[src/rtl/svm_pkg.sv]
`timescale 1ns/1ps
// svm_pkg: shared types and width helpers for the subvector move sequencer.
// Assumes 32-bit registers made of four byte lanes.
package svm_pkg;
    localparam int REG_BYTES = 4;
    localparam logic MODE_GATHER  = 1'b0;
    localparam logic MODE_SCATTER = 1'b1;

    typedef enum logic [1:0] {ST_IDLE = 2'd0, ST_RUN = 2'd1, ST_DRAIN = 2'd2} seq_state_e;

    // Clamp a width code to its log2 byte count (code 3 acts as 32 bits).
    function automatic logic [1:0] ew_log(input logic [1:0] code);
        return (code == 2'd3) ? 2'd2 : code;
    endfunction

    // Byte enables of one element of the given log2 byte width at lane 0.
    function automatic logic [3:0] ew_be(input logic [1:0] lg);
        case (lg)
            2'd0:    return 4'b0001;
            2'd1:    return 4'b0011;
            default: return 4'b1111;
        endcase
    endfunction

    // Value mask of one element of the given log2 byte width.
    function automatic logic [31:0] ew_mask(input logic [1:0] lg);
        case (lg)
            2'd0:    return 32'h0000_00FF;
            2'd1:    return 32'h0000_FFFF;
            default: return 32'hFFFF_FFFF;
        endcase
    endfunction
endpackage

[src/rtl/svm_addr.sv]
`timescale 1ns/1ps
// svm_addr: maps an element index of a given width to a register and byte lane.
// Assumes elements are naturally aligned, so one never straddles two registers.
module svm_addr #(
    parameter int RAW  = 7,
    parameter int IDXW = 5
) (
    input  logic [RAW-1:0]  base,
    input  logic [IDXW-1:0] idx,
    input  logic [1:0]      ewl,
    output logic [RAW-1:0]  reg_idx,
    output logic [1:0]      lane
);
    localparam int OFFW = IDXW + 2;
    logic [OFFW-1:0] off;

    // Byte offset from the base, split into register step and lane.
    always_comb begin
        off     = {2'b00, idx} << ewl;
        reg_idx = base + RAW'(off >> 2);
        lane    = off[1:0];
    end
endmodule

[src/rtl/svm_ctrl.sv]
`timescale 1ns/1ps
// svm_ctrl: latches the job on start and walks iterations and sub-steps.
// Assumes MAXVL >= 2; one sub-step per cycle, a drain cycle for the last write.
module svm_ctrl
    import svm_pkg::*;
#(
    parameter int MAXVL = 8,
    parameter int RAW   = 7,
    parameter int VLW   = 4,
    parameter int IW    = 3
) (
    input  logic             clk,
    input  logic             rst_n,
    input  logic             start,
    input  logic [VLW-1:0]   vec_len,
    input  logic [1:0]       sub_len_m1,
    input  logic             mode,
    input  logic [RAW-1:0]   src_base,
    input  logic [RAW-1:0]   dst_base,
    input  logic [1:0]       src_ew,
    input  logic [1:0]       dst_ew,
    input  logic [MAXVL-1:0] pred_mask,
    output logic             busy,
    output logic             done,
    output logic             step,
    output logic             step_active,
    output logic             step_last,
    output logic [IW-1:0]    it,
    output logic [1:0]       sub,
    output logic             c_mode,
    output logic [RAW-1:0]   c_sbase,
    output logic [RAW-1:0]   c_dbase,
    output logic [1:0]       c_swl,
    output logic [1:0]       c_dwl,
    output logic [1:0]       c_sub_m1
);
    seq_state_e       state;
    logic [VLW-1:0]   c_vl;
    logic [MAXVL-1:0] c_pred;
    logic [1:0]       ratio_log, ratio_m1, cnt_m1;
    logic             last_iter;

    // Sub-step count per active iteration and step qualifiers.
    always_comb begin
        if (c_mode == MODE_GATHER)
            ratio_log = (c_dwl > c_swl) ? (c_dwl - c_swl) : 2'd0;
        else
            ratio_log = (c_swl > c_dwl) ? (c_swl - c_dwl) : 2'd0;
        ratio_m1    = (ratio_log == 2'd0) ? 2'd0 : ((ratio_log == 2'd1) ? 2'd1 : 2'd3);
        cnt_m1      = (c_sub_m1 < ratio_m1) ? c_sub_m1 : ratio_m1;
        step        = (state == ST_RUN);
        step_active = c_pred[it];
        step_last   = !step_active || (sub == cnt_m1);
        last_iter   = (VLW'(it) == (c_vl - VLW'(1)));
        busy        = (state != ST_IDLE);
    end

    // Job latch, iteration counters and state sequencing.
    always_ff @(posedge clk) begin
        if (!rst_n) begin
            state    <= ST_IDLE;
            done     <= 1'b0;
            it       <= '0;
            sub      <= '0;
            c_vl     <= '0;
            c_pred   <= '0;
            c_mode   <= MODE_GATHER;
            c_sbase  <= '0;
            c_dbase  <= '0;
            c_swl    <= '0;
            c_dwl    <= '0;
            c_sub_m1 <= '0;
        end else begin
            done <= (state == ST_DRAIN);
            case (state)
                ST_IDLE: begin
                    if (start) begin
                        c_vl     <= vec_len;
                        c_pred   <= pred_mask;
                        c_mode   <= mode;
                        c_sbase  <= src_base;
                        c_dbase  <= dst_base;
                        c_swl    <= ew_log(src_ew);
                        c_dwl    <= ew_log(dst_ew);
                        c_sub_m1 <= sub_len_m1;
                        it       <= '0;
                        sub      <= '0;
                        state    <= (vec_len == '0) ? ST_DRAIN : ST_RUN;
                    end
                end
                ST_RUN: begin
                    if (step_last) begin
                        sub <= '0;
                        if (last_iter) state <= ST_DRAIN;
                        else           it    <= it + IW'(1);
                    end else begin
                        sub <= sub + 2'd1;
                    end
                end
                default: state <= ST_IDLE;
            endcase
        end
    end
endmodule

[src/rtl/svm_datapath.sv]
`timescale 1ns/1ps
// svm_datapath: extracts the read element, packs or slices it, drives the write port.
// Assumes the source and destination regions of a job do not overlap.
module svm_datapath
    import svm_pkg::*;
#(
    parameter int RAW = 7
) (
    input  logic           clk,
    input  logic           rst_n,
    input  logic           step,
    input  logic           active,
    input  logic           last,
    input  logic           mode,
    input  logic [1:0]     swl,
    input  logic [1:0]     dwl,
    input  logic [1:0]     sub,
    input  logic [1:0]     src_lane,
    input  logic [1:0]     dst_lane,
    input  logic [RAW-1:0] dst_reg,
    input  logic [31:0]    rd_data,
    output logic           wr_en,
    output logic [RAW-1:0] wr_reg,
    output logic [3:0]     wr_be,
    output logic [31:0]    wr_data
);
    logic [31:0] acc, piece, merged, val;
    logic [6:0]  sh_src, sh_dst;
    logic        issue;

    // Element extraction, group packing or slicing, and lane placement.
    always_comb begin
        piece  = (rd_data >> {src_lane, 3'b000}) & ew_mask(swl);
        sh_src = {2'b00, sub, 3'b000} << swl;
        sh_dst = {2'b00, sub, 3'b000} << dwl;
        merged = acc | (piece << sh_src);
        if (mode == MODE_GATHER) begin
            val   = merged & ew_mask(dwl);
            issue = step && active && last;
        end else begin
            val   = (piece >> sh_dst) & ew_mask(dwl);
            issue = step && active;
        end
    end

    // Group accumulator for gather mode, cleared at each iteration end.
    always_ff @(posedge clk) begin
        if (!rst_n)                                  acc <= '0;
        else if (step && (mode == MODE_GATHER))      acc <= last ? '0 : merged;
    end

    // Registered write port.
    always_ff @(posedge clk) begin
        if (!rst_n) begin
            wr_en   <= 1'b0;
            wr_reg  <= '0;
            wr_be   <= '0;
            wr_data <= '0;
        end else begin
            wr_en <= issue;
            if (issue) begin
                wr_reg  <= dst_reg;
                wr_be   <= ew_be(dwl) << dst_lane;
                wr_data <= val << {dst_lane, 3'b000};
            end
        end
    end
endmodule

[src/rtl/subvec_move_seq.sv]
`timescale 1ns/1ps
// subvec_move_seq: top of the one-sided subvector pack/unpack move sequencer.
// Assumes a combinational read port and non-overlapping source and destination.
module subvec_move_seq
    import svm_pkg::*;
#(
    parameter int MAXVL = 8,
    parameter int RAW   = 7,
    localparam int VLW  = $clog2(MAXVL + 1),
    localparam int IW   = $clog2(MAXVL),
    localparam int IDXW = $clog2(MAXVL * 4)
) (
    input  logic             clk,
    input  logic             rst_n,
    input  logic             start,
    input  logic [VLW-1:0]   vec_len,
    input  logic [1:0]       sub_len_m1,
    input  logic             mode,
    input  logic [RAW-1:0]   src_base,
    input  logic [RAW-1:0]   dst_base,
    input  logic [1:0]       src_ew,
    input  logic [1:0]       dst_ew,
    input  logic [MAXVL-1:0] pred_mask,
    output logic             busy,
    output logic             done,
    output logic [RAW-1:0]   rd_reg,
    input  logic [31:0]      rd_data,
    output logic             wr_en,
    output logic [RAW-1:0]   wr_reg,
    output logic [3:0]       wr_be,
    output logic [31:0]      wr_data
);
    logic            step, step_active, step_last, c_mode;
    logic [IW-1:0]   it;
    logic [1:0]      sub, c_swl, c_dwl, c_sub_m1, src_lane, dst_lane;
    logic [RAW-1:0]  c_sbase, c_dbase, dst_reg;
    logic [IDXW-1:0] grp_idx, src_idx, dst_idx;

    svm_ctrl #(.MAXVL(MAXVL), .RAW(RAW), .VLW(VLW), .IW(IW)) u_ctrl (
        .clk(clk), .rst_n(rst_n), .start(start), .vec_len(vec_len),
        .sub_len_m1(sub_len_m1), .mode(mode), .src_base(src_base),
        .dst_base(dst_base), .src_ew(src_ew), .dst_ew(dst_ew),
        .pred_mask(pred_mask), .busy(busy), .done(done), .step(step),
        .step_active(step_active), .step_last(step_last), .it(it), .sub(sub),
        .c_mode(c_mode), .c_sbase(c_sbase), .c_dbase(c_dbase),
        .c_swl(c_swl), .c_dwl(c_dwl), .c_sub_m1(c_sub_m1)
    );

    // Grouped-side index i*S+j and flat-side index i, routed by mode.
    always_comb begin
        grp_idx = IDXW'(it) * IDXW'({1'b0, c_sub_m1} + 3'd1) + IDXW'(sub);
        src_idx = (c_mode == MODE_GATHER) ? grp_idx : IDXW'(it);
        dst_idx = (c_mode == MODE_GATHER) ? IDXW'(it) : grp_idx;
    end

    svm_addr #(.RAW(RAW), .IDXW(IDXW)) u_src_addr (
        .base(c_sbase), .idx(src_idx), .ewl(c_swl), .reg_idx(rd_reg), .lane(src_lane)
    );

    svm_addr #(.RAW(RAW), .IDXW(IDXW)) u_dst_addr (
        .base(c_dbase), .idx(dst_idx), .ewl(c_dwl), .reg_idx(dst_reg), .lane(dst_lane)
    );

    svm_datapath #(.RAW(RAW)) u_dp (
        .clk(clk), .rst_n(rst_n), .step(step), .active(step_active),
        .last(step_last), .mode(c_mode), .swl(c_swl), .dwl(c_dwl), .sub(sub),
        .src_lane(src_lane), .dst_lane(dst_lane), .dst_reg(dst_reg),
        .rd_data(rd_data), .wr_en(wr_en), .wr_reg(wr_reg), .wr_be(wr_be),
        .wr_data(wr_data)
    );
endmodule

[config.mk]
export PLATFORM = sky130hd
export DESIGN_NAME = subvec_move_seq
export DESIGN_NICKNAME = d
export VERILOG_FILES = /design/src/rtl/svm_pkg.sv /design/src/rtl/svm_addr.sv /design/src/rtl/svm_ctrl.sv /design/src/rtl/svm_datapath.sv /design/src/rtl/subvec_move_seq.sv
export SDC_FILE = /design/constraint.sdc
export NUM_CORES = 1
export LEC_CHECK = 0
export CORE_MARGIN = 3
export CORE_UTILIZATION = 60
export DETAILED_ROUTE_END_ITERATION = 10
export GPL_TIMING_DRIVEN = 0
export HOLD_SLACK_MARGIN = 0.12
export PLACE_DENSITY = 0.87
export SYNTH_ARGS = -nofsm -noshare
export SYNTH_HDL_FRONTEND = slang
export SYNTH_SLANG_ARGS = --single-unit
[constraint.sdc]
create_clock -name clk -period 6.57 [get_ports clk]
set_input_delay 0.657 -clock clk [delete_from_list [all_inputs] [get_ports clk]]
set_output_delay 0.657 -clock clk [all_outputs]
set_load 0.01 [all_outputs]
==> results of run 1 <==
cell usage after synthesis, types with 10 or more instances:
library cell / n / share of area, %
nor2b_1: 14 / 1.0
a21o_1: 13 / 1.1
o211ai_1: 15 / 1.3
inv_1: 32 / 1.4
o21a_1: 10 / 0.88
a22oi_1: 23 / 2.0
and2_1: 15 / 1.1
xnor2_1: 17 / 1.8
o21ai_0: 75 / 4.4
a21oi_1: 127 / 7.5
a211oi_1: 21 / 1.9
nor3_1: 16 / 0.94
a22o_1: 10 / 1.0
nor2_1: 68 / 3.0
dfxtp_1: 117 / 28
ha_1: 27 / 4.0
buf_2: 23 / 1.4
o21ai_1: 15 / 0.88
o22ai_1: 10 / 0.74
mux2i_1: 13 / 1.5
nand2_1: 143 / 6.3
and3_1: 10 / 0.74
o31ai_1: 12 / 1.1
a31oi_1: 11 / 0.81
nand3_1: 49 / 2.9
clkbuf_1: 49 / 2.2
logic make-up (layout without fill, tap and decap cells):
logic type / after synthesis / count (layout) / share of synthesized area [%]
mux: 33 / 33 / 5.39
flops: 117 / 117 / 27.5
buf+inv: 121 / 270 / 6.03
compound gates: 426 / 426 / 33.4
simple gates: 362 / 362 / 19.9
xor+xnor: 22 / 22 / 2.27
fa+ha+maj: 34 / 34 / 5.50
power by group through the flow:
stage / Clock (W) / Combinational [W] / Sequential [W]
after CTS: 0.000912 / 0.000441 / 0.000749
after global placement: 0 / 0.000425 / 0.000762
after floorplan: 0 / 0.000249 / 0.000761
final: 0.000931 / 0.000472 / 0.000751
after global routing: 0.000939 / 0.000487 / 0.000752
after detailed placement: 0 / 0.000433 / 0.000763
what timing repair did:
item                       4_1_cts  5_1_grt
buffers inserted                 0        0
setup endpoints to repair        0        1
resized for setup                0        3
worst max-delay path, cell delays in order, from the launching register on:
cell and delay, ns:
dfxtp_1 0.49, ha_1 0.32, and2_1 0.19, fa_1 0.45
ha_1 0.32, ha_1 0.30, a21o_1 0.16, a21oi_1 0.18
xnor2_1 0.22, o41ai_1 0.84, ha_1 0.41, inv_1 0.08
nor2_1 0.05, nor2_1 0.20, nor2b_1 0.08, o21ai_1 0.23
xnor2_1 0.19, clkdlybuf4s50_1 0.58
area by class of cell:
class                   count  area [µm²]
well taps                 176         220
multi-input cells         877        5650
plain buffers              86         382
fillers                   943        3080
clock buffers              20         457
flip-flops and latches    117        2340
inverters                  35         131
clock inverters            12         118
repair buffers            117        1170
metal layers:
| metal | wire length [µm] | vias up |
|---|---|---|
| li1 | - | 4405 |
| met1 | 13100 | 4871 |
| met2 | 17100 | 1165 |
| met3 | 5820 | 327 |
| met4 | 3480 | 2 |
| met5 | 18 | - |
through the flow:
| stage | area (µm²) | hold slack, ns | instances | utilization, % |
|---|---|---|---|---|
| 6_report | 10500 | 0.452 | 1440 | 77.3 |
| 3_3_place_gp | 9890 | 0.441 | 1408 | 73.0 |
| 4_1_cts | 10500 | 0.451 | 1440 | 77.2 |
| 5_1_grt | 10500 | 0.473 | 1440 | 77.3 |
| 3_5_place_dp | 9890 | 0.445 | 1408 | 73.0 |
| 2_1_floorplan | 8500 | 0.433 | 1115 | - |
worst min-delay path by stage:
stage / from / end / slack [ns] / cells after the start
final: u_dp.wr_reg[3]$_SDFFE_PN0P_ / u_dp.wr_reg[3]$_SDFFE_PN0P_ / 0.45 / 2
after detailed placement: u_dp.wr_reg[3]$_SDFFE_PN0P_ / u_dp.wr_reg[3]$_SDFFE_PN0P_ / 0.44 / 2
after CTS: u_dp.wr_reg[3]$_SDFFE_PN0P_ / u_dp.wr_reg[3]$_SDFFE_PN0P_ / 0.45 / 2
after global routing: u_dp.wr_reg[3]$_SDFFE_PN0P_ / u_dp.wr_reg[3]$_SDFFE_PN0P_ / 0.47 / 2
after floorplan: u_ctrl.c_pred[2]$_SDFFE_PN0P_ / u_ctrl.c_pred[2]$_SDFFE_PN0P_ / 0.43 / 2
after global placement: u_dp.wr_data[13]$_SDFFE_PN0P_ / u_dp.wr_data[13]$_SDFFE_PN0P_ / 0.44 / 2
==> flow_metrics.tcl, run 1 <==
set metrics [dict create \
    clk_latency_ns 0.44 \
    gr-usage-all-layers_pct 48.6 \
    pre_cts_ws_ns 0.917 \
    core.rowCount 42 \
    slew_viol_final 0 \
    p_clk_share_pct 43.2 \
    cts.sinks 117 \
    tns_ns 0 \
    postSynthCellCount 1115 \
    routed_via_density 7.48 \
    power_density_nw_per_um2 206 \
    drive_gt1_share_pct 8.39 \
    async_flop_share_pct 0 \
    fin_crit_sh_pct 97.4 \
    r2r-start "u_ctrl.c_swl[1]$_SDFFE_PN0P_" \
    p_sw_w 0.000711 \
    cp.required_ns 5.91 \
    status "finished, final reports clean" \
    die_area_um2 15600 \
    grt_overflow 0 \
    avgSynthCellArea_um2 7.63 \
    dr.pass1.iters 7 \
    hold_viol 0 \
    max_freq_mhz 156 \
    synth_area_um2 8500 \
    vias 10770 \
    cts_tree "done" \
    startpoint "u_ctrl.c_sub_m1[0]$_SDFFE_PN0P_" \
    grt_pass1_wl_mm 59.4 \
    start_util_pct 62.7 \
    clkTransAtPathRegs_ns 0.06 \
    yosys_register_bits 117 \
    drt-wirelength-per-cell_um 27.5 \
    swShare_pct 33.0 \
    finalSetupViolCount 0 \
    insertedDiodeCount 0 \
    min_path_type "reg2reg" \
    mostFrequentLayoutCells "nand2_1 (143), a21oi_1 (127), clkdlybuf4s50_1 (117)" \
    hpwl_mm 27.8 \
    use_met1_pct 58.3 \
    cp.arrival_ns 5.74 \
    root_buffer "clkbuf_16" \
    htreeDepth 4 \
    ys_seq_area_share_pct 27.5 \
    finalWirelength_mm 39.5 \
    cap_viol_max_count 0 \
    rr_worst_depth 15 \
    synth-edff-count 0 \
    worst_slack_ns 0.171 \
    synth_warnings 0 \
    setup.worst_path.class "reg2out" \
    antenna_found_initial 0 \
    layout_commonest_cell "nand2_1" \
    power_leakage_nw 3.82 \
    total_power_w 0.00215 \
    synth_cell_types 88 \
    tightest_slew_ns 1.31 \
    io_buffers 117 \
    grtUsageMet3_pct 14.0 \
    internal-power_w 0.00144 \
    gr-usage-met2_pct 75.0 \
    rsz0062_at_grt "false" \
    period_needed_ns 6.40 \
    crit_path_start_kind "flip-flop" \
    peakVddDrop_uv 214 \
    final_antenna_net_count 0 \
    worstSetupEndpointType "primary output" \
    die_h_um 125 \
    grt_pass1_vias 10477 \
    grt-busiest-layer "met2" \
    cts.path.max_buffers 2 \
    first_iter_violations 2202 \
    worstPathMaxFanout 6 \
    io_pins 121 \
    grt_max_degree 17 \
    cts_made_buffers 17 \
    hold_buffers 0 \
    core-area_um2 13600 \
    relSlewSlack_pct 10.5 \
    comb_power_share_pct 21.9 \
    die_x_um 125 \
    drcViolationCount 0 \
    final.setup_skew_ns 0.0124 \
    rr_endpoint "u_dp.wr_reg[5]$_SDFFE_PN0P_" \
    nNetsFinal 1352 \
    p_seq_share_pct 34.9 \
    syn_nets 1216 \
    synth_ff_type "dfxtp_1" \
    reg.largest.list "u_dp.acc (32), u_dp.wr_data (32), u_ctrl.c_pred (8)" \
    syn2layout_area_growth_pct 23.2 \
    gp_congestion 1.10 \
    cp-endpoint "rd_reg[6]" \
    rrSetupSlack_ns 1.31 \
]
Power figures use the tool's default switching activity.
==> inputs of run 2 (changes only) <==
--- a/config.mk
+++ b/config.mk
@@ -6,11 +6,11 @@
 export NUM_CORES = 1
 export LEC_CHECK = 0
 export CORE_MARGIN = 3
-export CORE_UTILIZATION = 60
+export CORE_UTILIZATION = 43
 export DETAILED_ROUTE_END_ITERATION = 10
 export GPL_TIMING_DRIVEN = 0
 export HOLD_SLACK_MARGIN = 0.12
-export PLACE_DENSITY = 0.87
+export PLACE_DENSITY = 0.65
 export SYNTH_ARGS = -nofsm -noshare
 export SYNTH_HDL_FRONTEND = slang
 export SYNTH_SLANG_ARGS = --single-unit
==> flow_metrics.tcl, run 2 (synthesized netlist as in run 1, its figures left out) <==
set metrics [dict create \
    reg.largest.list "u_dp.acc (32), u_dp.wr_data (32), u_ctrl.c_pred (8)" \
    start_util_pct 44.6 \
    cts_resized 0 \
    io_buffers 117 \
    period_needed_ns 6.16 \
    die_area_um2 21500 \
    tns_ns 0 \
    io_pins 121 \
    startpoint "u_ctrl.it[0]$_SDFFE_PN0P_" \
    hpwl_mm 29.7 \
    hold_buffers 0 \
    rsz0062_at_grt "false" \
    rr_endpoint "u_dp.wr_reg[4]$_SDFFE_PN0P_" \
    insertedDiodeCount 0 \
    root_buffer "clkbuf_16" \
    clk_latency_ns 0.43 \
    clkTransAtPathRegs_ns 0.06 \
    drcViolationCount 0 \
    mostFrequentLayoutCells "nand2_1 (143), a21oi_1 (127), clkdlybuf4s50_1 (117), dfxtp_1 (117), o21ai_0 (75)" \
    power_density_nw_per_um2 203 \
    setup.worst_path.class "reg2out" \
    post-cts-setup-buffers 0 \
    grt_pass1_vias 9418 \
    die_h_um 147 \
    cp.arrival_ns 5.50 \
    final_util_pct 55.5 \
    rrSetupSlack_ns 1.64 \
    first_iter_violations 998 \
    worstPathMaxFanout 10 \
    htreeDepth 4 \
    final_antenna_net_count 0 \
    holdWs_ns 0.454 \
    tightest_slew_ns 1.30 \
    grt_max_degree 17 \
    core-area_um2 19100 \
    finalWirelength_mm 38.5 \
    drt-wirelength-per-cell_um 25.3 \
    final.setup_skew_ns 0.0152 \
    fillers 1887 \
    core.rowCount 50 \
    rr_worst_depth 15 \
    cts.path.max_buffers 2 \
    total_power_w 0.00215 \
    min_path_type "reg2reg" \
    crit_path_start_kind "flip-flop" \
    antenna_found_initial 0 \
    cp.required_ns 5.91 \
    nNetsFinal 1352 \
    layout_commonest_cell "nand2_1" \
    power_leakage_nw 3.83 \
    peakVddDrop_uv 182 \
    placed_cells 1492 \
    drive_gt1_share_pct 8.31 \
    r2r-start "u_ctrl.c_swl[1]$_SDFFE_PN0P_" \
    status "finished, final reports clean" \
    cts.sinks 117 \
    max_freq_mhz 162 \
    cts_tree "done" \
    grt_overflow 0 \
    worstSetupEndpointType "primary output" \
    finalSetupViolCount 0 \
    dr.pass1.iters 6 \
    routed_via_density 6.40 \
    fin_crit_sh_pct 93.8 \
    cts_made_buffers 17 \
    cap_viol_max_count 0 \
    gp_congestion 1.02 \
    fin_cells 1524 \
    hold_viol 0 \
    grt_pass1_wl_mm 57.6 \
    slew_viol_final 0 \
    vias 9750 \
    die_x_um 147 \
    gr-usage-all-layers_pct 34.9 \
    syn2layout_area_growth_pct 24.6 \
    relSlewSlack_pct 12.9 \
    cp-endpoint "rd_reg[6]" \
]
run 2: layout make-up:
cell class                 count  area [µm²]  share of cell area [%]
timing repair buffer         117        1170                    11.1
sequential                   117        2340                    22.1
clock inverter                14         153                    1.44
tap                          260         325                    3.07
buffer                        86         382                    3.60
multi-input combinational    877        5650                    53.3
clock buffer                  18         439                    4.15
inverter                      35         131                    1.24
run 2: critical path, stage by stage (launching register included):
cell	delay, ns
dfxtp_1	0.61
buf_4	0.27
and2_1	0.17
fa_1	0.40
ha_1	0.32
inv_1	0.06
fa_1	0.43
xnor2_1	0.45
a21oi_1	0.19
or3_1	0.34
o21ai_0	0.15
ha_1	0.33
a21oi_1	0.16
nor2_1	0.06
nor2_1	0.15
nor2b_1	0.06
o21ai_0	0.22
xnor2_1	0.16
clkdlybuf4s50_1	0.55
run 2: where the power goes:
part | switching (W) | internal, W
Clock | 0.000376 | 0.000572
Combinational | 0.000292 | 0.000166
Sequential | 0.0000175 | 0.000730
run 2: worst min-delay path by stage:
| stage | startpoint | to | slack (ns) | cells after the start |
|---|---|---|---|---|
| 3_5_place_dp | u_ctrl.c_pred[5]$_SDFFE_PN0P_ | u_ctrl.c_pred[5]$_SDFFE_PN0P_ | 0.45 | 2 |
| 6_report | u_dp.wr_data[13]$_SDFFE_PN0P_ | u_dp.wr_data[13]$_SDFFE_PN0P_ | 0.45 | 2 |
| 4_1_cts | u_dp.wr_data[13]$_SDFFE_PN0P_ | u_dp.wr_data[13]$_SDFFE_PN0P_ | 0.45 | 2 |
| 5_1_grt | u_dp.wr_data[13]$_SDFFE_PN0P_ | u_dp.wr_data[13]$_SDFFE_PN0P_ | 0.47 | 2 |
| 3_3_place_gp | u_ctrl.c_pred[4]$_SDFFE_PN0P_ | u_ctrl.c_pred[4]$_SDFFE_PN0P_ | 0.44 | 2 |
| 2_1_floorplan | u_ctrl.c_pred[2]$_SDFFE_PN0P_ | u_ctrl.c_pred[2]$_SDFFE_PN0P_ | 0.43 | 2 |
run 2: metrics by stage:
step                      setup slack [ns]  instance area, µm²
after floorplan                       2.10                8500
after global placement               0.940               10000
after detailed placement             0.857               10000
after CTS                            0.374               10600
after global routing                0.0328               10600
final                                0.410               10600
run 2: layer usage:
layer  vias up  share of wire, %  global-route usage, %
li1       4407                 -                      -
met1      4606                39                   44.0
met2       604                46                   56.2
met5         -                 0                      0
met4         0               5.9                   18.6
met3       133               9.2                   6.83
